**config.mk**
```make
export PLATFORM = sky130hd
export DESIGN_NAME = calrec_loader
export DESIGN_NICKNAME = d
export VERILOG_FILES = /design/src/rtl/calrec_pkg.sv /design/src/rtl/calrec_seq.sv /design/src/rtl/calrec_sigchk.sv /design/src/rtl/calrec_words.sv /design/src/rtl/calrec_loader.sv
export SDC_FILE = /design/constraint.sdc
export NUM_CORES = 1
export LEC_CHECK = 0
export CELL_PAD_IN_SITES_DETAIL_PLACEMENT = 1
export CELL_PAD_IN_SITES_GLOBAL_PLACEMENT = 1
export CORE_MARGIN = 2
export CORE_UTILIZATION = 54
export CTS_CLUSTER_SIZE = 28
export DETAILED_ROUTE_END_ITERATION = 8
export DONT_BUFFER_PORTS = 1
export PLACE_DENSITY = 0.86
export SETUP_SLACK_MARGIN = 0.2
export SYNTH_ARGS = -nofsm -noshare
export SYNTH_HDL_FRONTEND = slang
export SYNTH_SLANG_ARGS = --single-unit
```
**constraint.sdc**
```tcl
create_clock -name clk -period 5.3 [get_ports clk]
set_input_delay 0.795 -clock clk [delete_from_list [all_inputs] [get_ports clk]]
set_output_delay 0.795 -clock clk [all_outputs]
set_load 0.02 [all_outputs]
```
**src/rtl/calrec_pkg.sv**
```systemverilog
package calrec_pkg;

  localparam int unsigned SIG_LEN  = 4;
  localparam int unsigned HDR_LEN  = 12;
  localparam int unsigned CRC_IDX  = 11;
  localparam int unsigned N_CH     = 3;
  localparam int unsigned N_WORD   = 2 * N_CH;
  localparam int unsigned REC_LEN  = HDR_LEN + 2 * N_WORD;
  localparam int unsigned WORD_W   = 16;

  typedef enum logic [2:0] {
    ST_IDLE,
    ST_ISSUE,
    ST_WAIT,
    ST_DONE,
    ST_FAIL
  } seq_st_t;

  function automatic logic [7:0] sig_char(input logic [1:0] pos);
    case (pos)
      2'd0:    sig_char = 8'h49;
      2'd1:    sig_char = 8'h50;
      2'd2:    sig_char = 8'h41;
      default: sig_char = 8'h43;
    endcase
  endfunction

endpackage

```
**src/rtl/calrec_seq.sv**
```systemverilog
module calrec_seq
  import calrec_pkg::*;
#(
  parameter int unsigned IDX_W  = 5,
  parameter int unsigned RD_LAT = 2
) (
  input  logic             clk,
  input  logic             rst_n,
  input  logic             sig_bad,
  output logic             rd_req,
  output logic             cap,
  output logic [IDX_W-1:0] idx,
  output logic             done_ok,
  output logic             done_bad
);

  localparam int unsigned CNT_W = (RD_LAT > 1) ? $clog2(RD_LAT) : 1;
  localparam logic [CNT_W-1:0] CNT_LAST = CNT_W'(RD_LAT - 1);
  localparam logic [IDX_W-1:0] IDX_LAST = IDX_W'(REC_LEN - 1);

  seq_st_t          st;
  logic [CNT_W-1:0] cnt;

  assign rd_req = (st == ST_ISSUE);
  assign cap    = (st == ST_WAIT) && (cnt == CNT_LAST);

  always_ff @(posedge clk or negedge rst_n) begin
    if (!rst_n) begin
      st       <= ST_IDLE;
      cnt      <= '0;
      idx      <= '0;
      done_ok  <= 1'b0;
      done_bad <= 1'b0;
    end else begin
      case (st)
        ST_IDLE: st <= ST_ISSUE;
        ST_ISSUE: begin
          st  <= ST_WAIT;
          cnt <= '0;
        end
        ST_WAIT: begin
          if (cap) begin
            if (sig_bad) begin
              st       <= ST_FAIL;
              done_bad <= 1'b1;
            end else if (idx == IDX_LAST) begin
              st      <= ST_DONE;
              done_ok <= 1'b1;
            end else begin
              idx <= idx + 1'b1;
              st  <= ST_ISSUE;
            end
          end else begin
            cnt <= cnt + 1'b1;
          end
        end
        default: st <= st;
      endcase
    end
  end

endmodule

```
**src/rtl/calrec_sigchk.sv**
```systemverilog
module calrec_sigchk
  import calrec_pkg::*;
#(
  parameter int unsigned IDX_W = 5
) (
  input  logic             cap,
  input  logic [IDX_W-1:0] idx,
  input  logic [7:0]       data,
  output logic             sig_bad
);

  logic in_sig;

  always_comb begin
    in_sig  = (idx < IDX_W'(SIG_LEN));
    sig_bad = cap && in_sig && (data != sig_char(idx[1:0]));
  end

endmodule

```
**src/rtl/calrec_words.sv**
```systemverilog
module calrec_words
  import calrec_pkg::*;
#(
  parameter int unsigned IDX_W = 5
) (
  input  logic                          clk,
  input  logic                          rst_n,
  input  logic                          cap,
  input  logic [IDX_W-1:0]              idx,
  input  logic [7:0]                    data,
  output logic [N_WORD-1:0][WORD_W-1:0] words,
  output logic [7:0]                    crc
);

  for (genvar w = 0; w < N_WORD; w++) begin : g_word
    localparam logic [IDX_W-1:0] HI_IDX = IDX_W'(HDR_LEN + 2 * w);
    localparam logic [IDX_W-1:0] LO_IDX = IDX_W'(HDR_LEN + 2 * w + 1);

    always_ff @(posedge clk or negedge rst_n) begin
      if (!rst_n) begin
        words[w] <= '0;
      end else if (cap && idx == HI_IDX) begin
        words[w][15:8] <= data;
      end else if (cap && idx == LO_IDX) begin
        words[w][7:0] <= data;
      end
    end
  end

  always_ff @(posedge clk or negedge rst_n) begin
    if (!rst_n) begin
      crc <= '0;
    end else if (cap && idx == IDX_W'(CRC_IDX)) begin
      crc <= data;
    end
  end

endmodule

```
**src/rtl/calrec_loader.sv**
```systemverilog
module calrec_loader
  import calrec_pkg::*;
#(
  parameter int unsigned IDX_W  = 5,
  parameter int unsigned RD_LAT = 2
) (
  input  logic               clk,
  input  logic               rst_n,
  output logic               rom_rd,
  output logic [IDX_W-1:0]   rom_addr,
  output logic [IDX_W:0]     rom_bus_addr,
  input  logic [7:0]         rom_data,
  output logic signed [15:0] off_a,
  output logic signed [15:0] off_b,
  output logic signed [15:0] off_c,
  output logic signed [15:0] gain_a,
  output logic signed [15:0] gain_b,
  output logic signed [15:0] gain_c,
  output logic [7:0]         rec_crc,
  output logic               cal_valid,
  output logic               sig_err
);

  logic                          cap;
  logic                          sig_bad;
  logic [IDX_W-1:0]              idx;
  logic [N_WORD-1:0][WORD_W-1:0] words;

  calrec_seq #(.IDX_W(IDX_W), .RD_LAT(RD_LAT)) u_seq (
    .clk      (clk),
    .rst_n    (rst_n),
    .sig_bad  (sig_bad),
    .rd_req   (rom_rd),
    .cap      (cap),
    .idx      (idx),
    .done_ok  (cal_valid),
    .done_bad (sig_err)
  );

  calrec_sigchk #(.IDX_W(IDX_W)) u_sig (
    .cap     (cap),
    .idx     (idx),
    .data    (rom_data),
    .sig_bad (sig_bad)
  );

  calrec_words #(.IDX_W(IDX_W)) u_words (
    .clk   (clk),
    .rst_n (rst_n),
    .cap   (cap),
    .idx   (idx),
    .data  (rom_data),
    .words (words),
    .crc   (rec_crc)
  );

  assign rom_addr     = idx;
  assign rom_bus_addr = {idx, 1'b1};

  assign off_a  = words[0];
  assign off_b  = words[1];
  assign off_c  = words[2];
  assign gain_a = words[3];
  assign gain_b = words[4];
  assign gain_c = words[5];

endmodule

```
==> results of run 1 <==
sequential cells by signal, indices dropped and copies added, names as in the netlist:
signal and flops:
u_seq.done_bad 1, u_seq.idx 5, u_words.crc 8, u_seq.st 3, u_words.words 96, u_seq.cnt 1
u_seq.done_ok 1
layer usage:
metal	vias to the layer above	wire length, µm	track usage
li1	1079	-	-
met1	1396	4290	0.297
met2	97	5800	0.425
met3	19	943	0.119
met4	0	187	0.0791
met5	-	0	0
cells in the final DEF (no fill, tap or decap), drive strengths merged, types with 2 or more instances in the layout:
master,count
a21o,2
and3,3
and3b,2
bufinv,4
clkbuf,17
clkinv,2
dfrtp,115
ha,8
inv,14
mux2,105
nand2,7
nand3b,2
nand4,2
nor2,4
nor3,2
o21ai,4
xnor2,3
xor2,2
logic make-up after synthesis:
logic type,count (synthesis)
multiplexers,105
XOR/XNOR,5
AO/OA/AOI/OAI,15
adder cells (fa/ha/maj),8
buffers and inverters,27
AND/OR/NAND/NOR,30
other,1
flip-flops,115
synth_stat cells (2+ instances only):
cell        n
a21o_1      2
and3_1      3
and3b_1     2
buf_2       4
buf_4       6
clkbuf_1   11
dfrtp_1   115
ha_1        8
inv_1       5
mux2_1      4
mux2_2    100
nand2_1     7
nand3b_1    2
nand4_1     2
nor2_1      4
nor3_1      2
o21ai_0     2
xnor2_1     3
xor2_1      2
per-stage QoR:
stage,std cells,hold slack (ns),area [µm²],utilization
3_5_place_dp,390,0.504,4690,0.565
6_report,423,0.202,5350,0.645
3_3_place_gp,390,0.503,4690,0.565
4_1_cts,423,0.240,5350,0.645
5_1_grt,423,0.250,5350,0.645
2_1_floorplan,306,0.487,4670,-
power by group through the flow:
| stage | Sequential [W] | Combinational (W) | Clock, W |
|---|---|---|---|
| 2_1_floorplan | 0.000979 | 0.0000359 | 0 |
| 3_3_place_gp | 0.000987 | 0.0000301 | 0 |
| 3_5_place_dp | 0.000989 | 0.0000332 | 0 |
| 4_1_cts | 0.000974 | 0.0000537 | 0.00124 |
| 5_1_grt | 0.000976 | 0.0000585 | 0.00128 |
| 6_report | 0.000973 | 0.0000518 | 0.00122 |
worst max-delay path by stage:
stage	slack, ns	end	cells past startpoint	start
floorplan	3.01	u_seq.idx[1]	4	rom_data[2]
global placement	2.78	u_seq.idx[1]	6	u_seq.idx[1]
detailed placement	2.59	u_seq.idx[1]	6	u_seq.idx[1]
CTS	2.53	u_seq.idx[1]	6	u_seq.idx[1]
global route	2.43	u_seq.idx[1]	6	u_seq.idx[1]
finish	2.49	u_seq.idx[1]	6	u_seq.idx[1]
final cells by class:
type,instances,area [µm²],area share
Multi-Input combinational cell,164,1660,0.310
Clock buffer,17,414,0.0774
Clock inverter,15,216,0.0405
Timing Repair Buffer,1,27.5,0.00514
Inverter,6,22.5,0.00421
Tap cell,105,131,0.0246
Sequential cell,115,2880,0.538
timing repair:
action	CTS	global route
hold buffers	1	0
endpoints found under the setup margin	0	0
hold endpoints to repair	115	0
==> metrics.csv, run 1 <==
metric,value,unit
cp_slowest_cell,dfrtp_1,
switchingPower,0.000536,W
r2r-end,u_seq.idx[1],
design.core.area,8300,µm²
clk_pin_slew,0.06,ns
grt_overflow,0,
setup_ws,2.49,ns
slew_headroom,0.438,
fillers,727,
post-route-period-util,0.530,
drv_cap,0,
ys_seq_area_frac,0.617,
grt_pass1_wl,17.8,mm
fp.dieW,97.0,µm
synthFlopType,dfrtp_1,
synth-xor-area-share,0.00938,
synthesis.area,4670,µm²
endpoint_kind,flop,
yosys_register_bits,115,
finClkSkew,0.00577,ns
io_buffers,0,
worstMarginPinSlew,0.836,ns
synth_edf_count,0,
clock-sinks,115,
powerDensity,420,nW/µm²
hold_viol,0,
ant_nets,0,
p_comb_frac,0.023,
synth.top_cell.area_share,0.617,
drc,0,
synth-adder-area-share,0.0214,
die_y,97.0,µm
cp.buffers_inverters,1,
viasPerCell,6.13,
fin_crit,2.81,ns
cp_max_fo,8,
grt_pass1_vias,2922,
cpPeakStageDelay,0.74,ns
ff2ff_path_depth,6,
dp_hpwl,6.87,mm
critPathKind,flop to flop,
drv_slew,0,
holdCritPathClass,primary input to async pin,
wire_per_inst,26.5,µm
cts_tree,built,
gp_congestion,0.766,
status,completed,
cp.required,5.70,ns
htree_levels,4,
arrival,3.21,ns
synth_compound_area_frac,0.0290,
cts_buffer_depth,2,
synth-simple-area-share,0.0410,
drive_gt1_frac,0.443,
fin_nets,323,
insertion_delay,0.52,ns
ir_drop,0.275,mV
synth_top_family_by_area,multiplexers,
cts_resized,0,
finalSetupViolCount,0,
netlist_top_cells_area,"dfrtp_1 (62%), mux2_2 (24%), ha_1 (2.1%)",
internal_power,0.00171,W
place_ws,2.59,ns
cp_top_family,flip-flops,
row_count,33,
cp_cell_sequence,"inv_1, ha_1, or3b_1, a2111oi_4, o21ai_2, mux2_4",
synthArstFlopShare,1.00,
die_area,9400,µm²
p_seq_frac,0.433,
cts_setup_buffers,0,
drtIter0Drc,93,
synth_cells,306,
wirelength,11.2,mm
root_buffer,clkbuf_8,
finalSetupTns,0,ns
yosysWarningCount,0,
rsz0062_at_grt,false,
io_pins,128,
syn_nets,324,
synth_area_leader_cell,dfrtp_1,
dr.pass1.iters,4,
grt_use_total,0.256,
fin_total_pwr,0.00225,W
start_kind,flop,
fmax,356,MHz
cts_inserted_buffers,17,
grt_antenna_before_repair,0,
r2r-start,u_seq.idx[1],
initial_core_util,0.562,
cellLeakagePower,2.42,nW
syn-mean-instance-area,15.3,µm²
vias,2591,
area_growth,14.6,%
grt_max_degree,116,
sw_frac_of_total,0.238,
power.share.clock,0.544,
rrSetupSlack,2.49,ns
yosysUniqueCellTypes,41,
n_antenna_cell,0,
synthMuxAreaShare,0.254,
Note: power is estimated with default switching activity, not from simulation.
==> run 2: changes to the inputs <==
--- a/config.mk
+++ b/config.mk
@@ -8,11 +8,11 @@
 export CELL_PAD_IN_SITES_DETAIL_PLACEMENT = 1
 export CELL_PAD_IN_SITES_GLOBAL_PLACEMENT = 1
 export CORE_MARGIN = 2
-export CORE_UTILIZATION = 54
+export CORE_UTILIZATION = 51
 export CTS_CLUSTER_SIZE = 28
 export DETAILED_ROUTE_END_ITERATION = 8
 export DONT_BUFFER_PORTS = 1
-export PLACE_DENSITY = 0.86
+export PLACE_DENSITY = 0.82
 export SETUP_SLACK_MARGIN = 0.2
 export SYNTH_ARGS = -nofsm -noshare
 export SYNTH_HDL_FRONTEND = slang
==> constraint.sdc (replaced) <==
create_clock -name clk -period 2.75 [get_ports clk]
set_input_delay 0.4125 -clock clk [delete_from_list [all_inputs] [get_ports clk]]
set_output_delay 0.4125 -clock clk [all_outputs]
set_load 0.02 [all_outputs]
==> metrics.csv, run 2 (synthesis gave the netlist of run 1 again) <==
metric,value,unit,change
status,finished with violations,,
violations,hold timing,,
dp_hpwl,6.91,mm,+0.51%
area_growth,13.4,%,
vias,2580,,-0.42%
cts_tree,built,,
drv_cap,0,,unchanged
largest_reg_flops,96,,unchanged
cp_max_fo,8,,unchanged
cp.required,3.14,ns,-2.56 ns
clock-sinks,115,,unchanged
ff2ff_path_depth,5,,-1
finalSetupTns,0,ns,unchanged
fp.dieW,99.7,µm,+2.8%
htree_levels,4,,unchanged
p_comb_frac,0.016,,-0.007
drt-met1-wl,4.21,mm,-1.9%
dr.pass1.iters,4,,unchanged
clk_pin_slew,0.06,ns,about the same
top_layer,met4,,
dr_wl_met2,5.61,mm,-3.1%
sw_frac_of_total,0.241,,+0.00221
fmax,431,MHz,+21%
cts_inserted_buffers,17,,unchanged
ir_drop,0.395,mV,+44%
switchingPower,0.000950,W,+77%
p_seq_frac,0.475,,+0.042
n_antenna_cell,0,,unchanged
io_buffers,0,,unchanged
r2r-start,u_seq.idx[0],,
design.core.area,8810,µm²,+6.1%
finClkSkew,0.0125,ns,+0.00671 ns
fin_nets,328,,+1.5%
cellLeakagePower,2.39,nW,-1.3%
top_regs,"u_words.words x96, u_words.crc x8, u_seq.idx x5",,
layout.cells.non_filler,431,,+1.9%
wl_met3,888,µm,-5.8%
grt_pass1_wl,17.1,mm,-3.9%
grt_max_degree,116,,unchanged
grt_pass1_vias,2957,,+1.2%
cts_setup_buffers,0,,unchanged
rrSetupSlack,0.43,ns,-2.06 ns
initial_core_util,0.530,,-0.0324
viasPerCell,5.99,,-2.3%
r2r-end,u_seq.st[0],,
cts_buffer_depth,2,,unchanged
die_area,9930,µm²,+5.6%
power.share.clock,0.509,,-0.035
largest_register,u_words.words,,
slew_headroom,0.535,,+0.0966
drv_slew,0,,unchanged
hold_viol,115,,+115
post-route-period-util,0.844,,+0.314
grt_overflow,0,,unchanged
holdCritPathClass,primary input to async pin,,
arrival,2.71,ns,-0.50 ns
start_kind,flop,,
wirelength,10.9,mm,-3.1%
io_pins,128,,unchanged
finalSetupViolCount,0,,unchanged
gp_congestion,0.803,,+4.8%
grt_antenna_before_repair,0,,unchanged
wire_per_inst,25.2,µm,-4.9%
rsz0062_at_grt,false,,
final_common_cell,dfrtp_1,,
drc,0,,unchanged
root_buffer,clkbuf_8,,
grt_use_total,0.234,,-0.0222
endpoint_kind,flop,,
internal_power,0.00300,W,+75%
die_y,99.7,µm,+2.8%
insertion_delay,0.51,ns,about the same
mostFrequentLayoutCells,"dfrtp_1 (115), mux2_2 (100), clkbuf_16 (16)",,
powerDensity,746,nW/µm²,+78%
dp_cells,399,,+2.3%
drive_gt1_frac,0.452,,+0.00862
row_count,34,,+3.0%
fin_crit,2.32,ns,-0.486 ns
worstMarginPinSlew,0.697,ns,-0.140 ns
fin_hold_ws,-0.403,ns,-0.605 ns
drtIter0Drc,86,,-7.5%
ant_nets,0,,unchanged
critPathKind,flop to flop,,
==> run 2: what timing repair did <==
action	CTS	global route
hold endpoints to repair	115	115
setup endpoints to repair	0	0
resized for setup	0	0
==> run 2: worst max path at each step <==
stage                       from      endpoint  slack [ns]
finish              u_seq.idx[0]   u_seq.st[0]        0.43
CTS                 u_seq.idx[0]   u_seq.st[0]        0.43
global route        u_seq.idx[0]   u_seq.st[0]        0.30
detailed placement  u_seq.idx[0]   u_seq.st[0]        0.47
floorplan           u_seq.idx[1]  u_seq.idx[1]        0.47
global placement    u_seq.idx[0]   u_seq.st[0]        0.62
==> run 2: cell type report <==
class                           count  area [µm²]
Tap cell                          108         135
Inverter                            6        22.5
Clock buffer                       17         414
Sequential cell                   115        2880
Fill cell                         825        3520
Timing Repair Buffer                6        45.0
Multi-Input combinational cell    164        1660
Clock inverter                     15         135
==> run 2: critical path: stages, from the launching register on <==
cell and delay [ns]:
dfrtp_1 0.49, ha_1 0.27, or3b_1 0.43, a2111oi_4 0.52
o21ai_1 0.16, a311oi_1 0.34
==> run 2: per-layer routing <==
layer  global-route usage  vias up
li1                     -     1087
met1                0.271     1387
met2                0.391       91
met3                0.103       15
met4               0.0780        0
met5                    0        -
==> run 2: power groups by stage <==
| stage | Sequential (W) | Combinational (W) | Clock (W) |
|---|---|---|---|
| 6_report | 0.00188 | 0.0000638 | 0.00201 |
| 5_1_grt | 0.00188 | 0.0000701 | 0.00213 |
| 4_1_cts | 0.00188 | 0.0000648 | 0.00205 |
| 3_5_place_dp | 0.00191 | 0.0000631 | 0 |
| 3_3_place_gp | 0.00190 | 0.0000580 | 0 |
| 2_1_floorplan | 0.00189 | 0.0000692 | 0 |
==> run 2: stage by stage <==
step | area (µm²) | utilization | total power, W | setup WS [ns]
2_1_floorplan | 4670 | - | 0.00196 | 0.475
3_3_place_gp | 4740 | 0.538 | 0.00196 | 0.617
3_5_place_dp | 4740 | 0.538 | 0.00197 | 0.467
4_1_cts | 5290 | 0.601 | 0.00399 | 0.429
5_1_grt | 5290 | 0.601 | 0.00408 | 0.297
6_report | 5290 | 0.601 | 0.00395 | 0.430
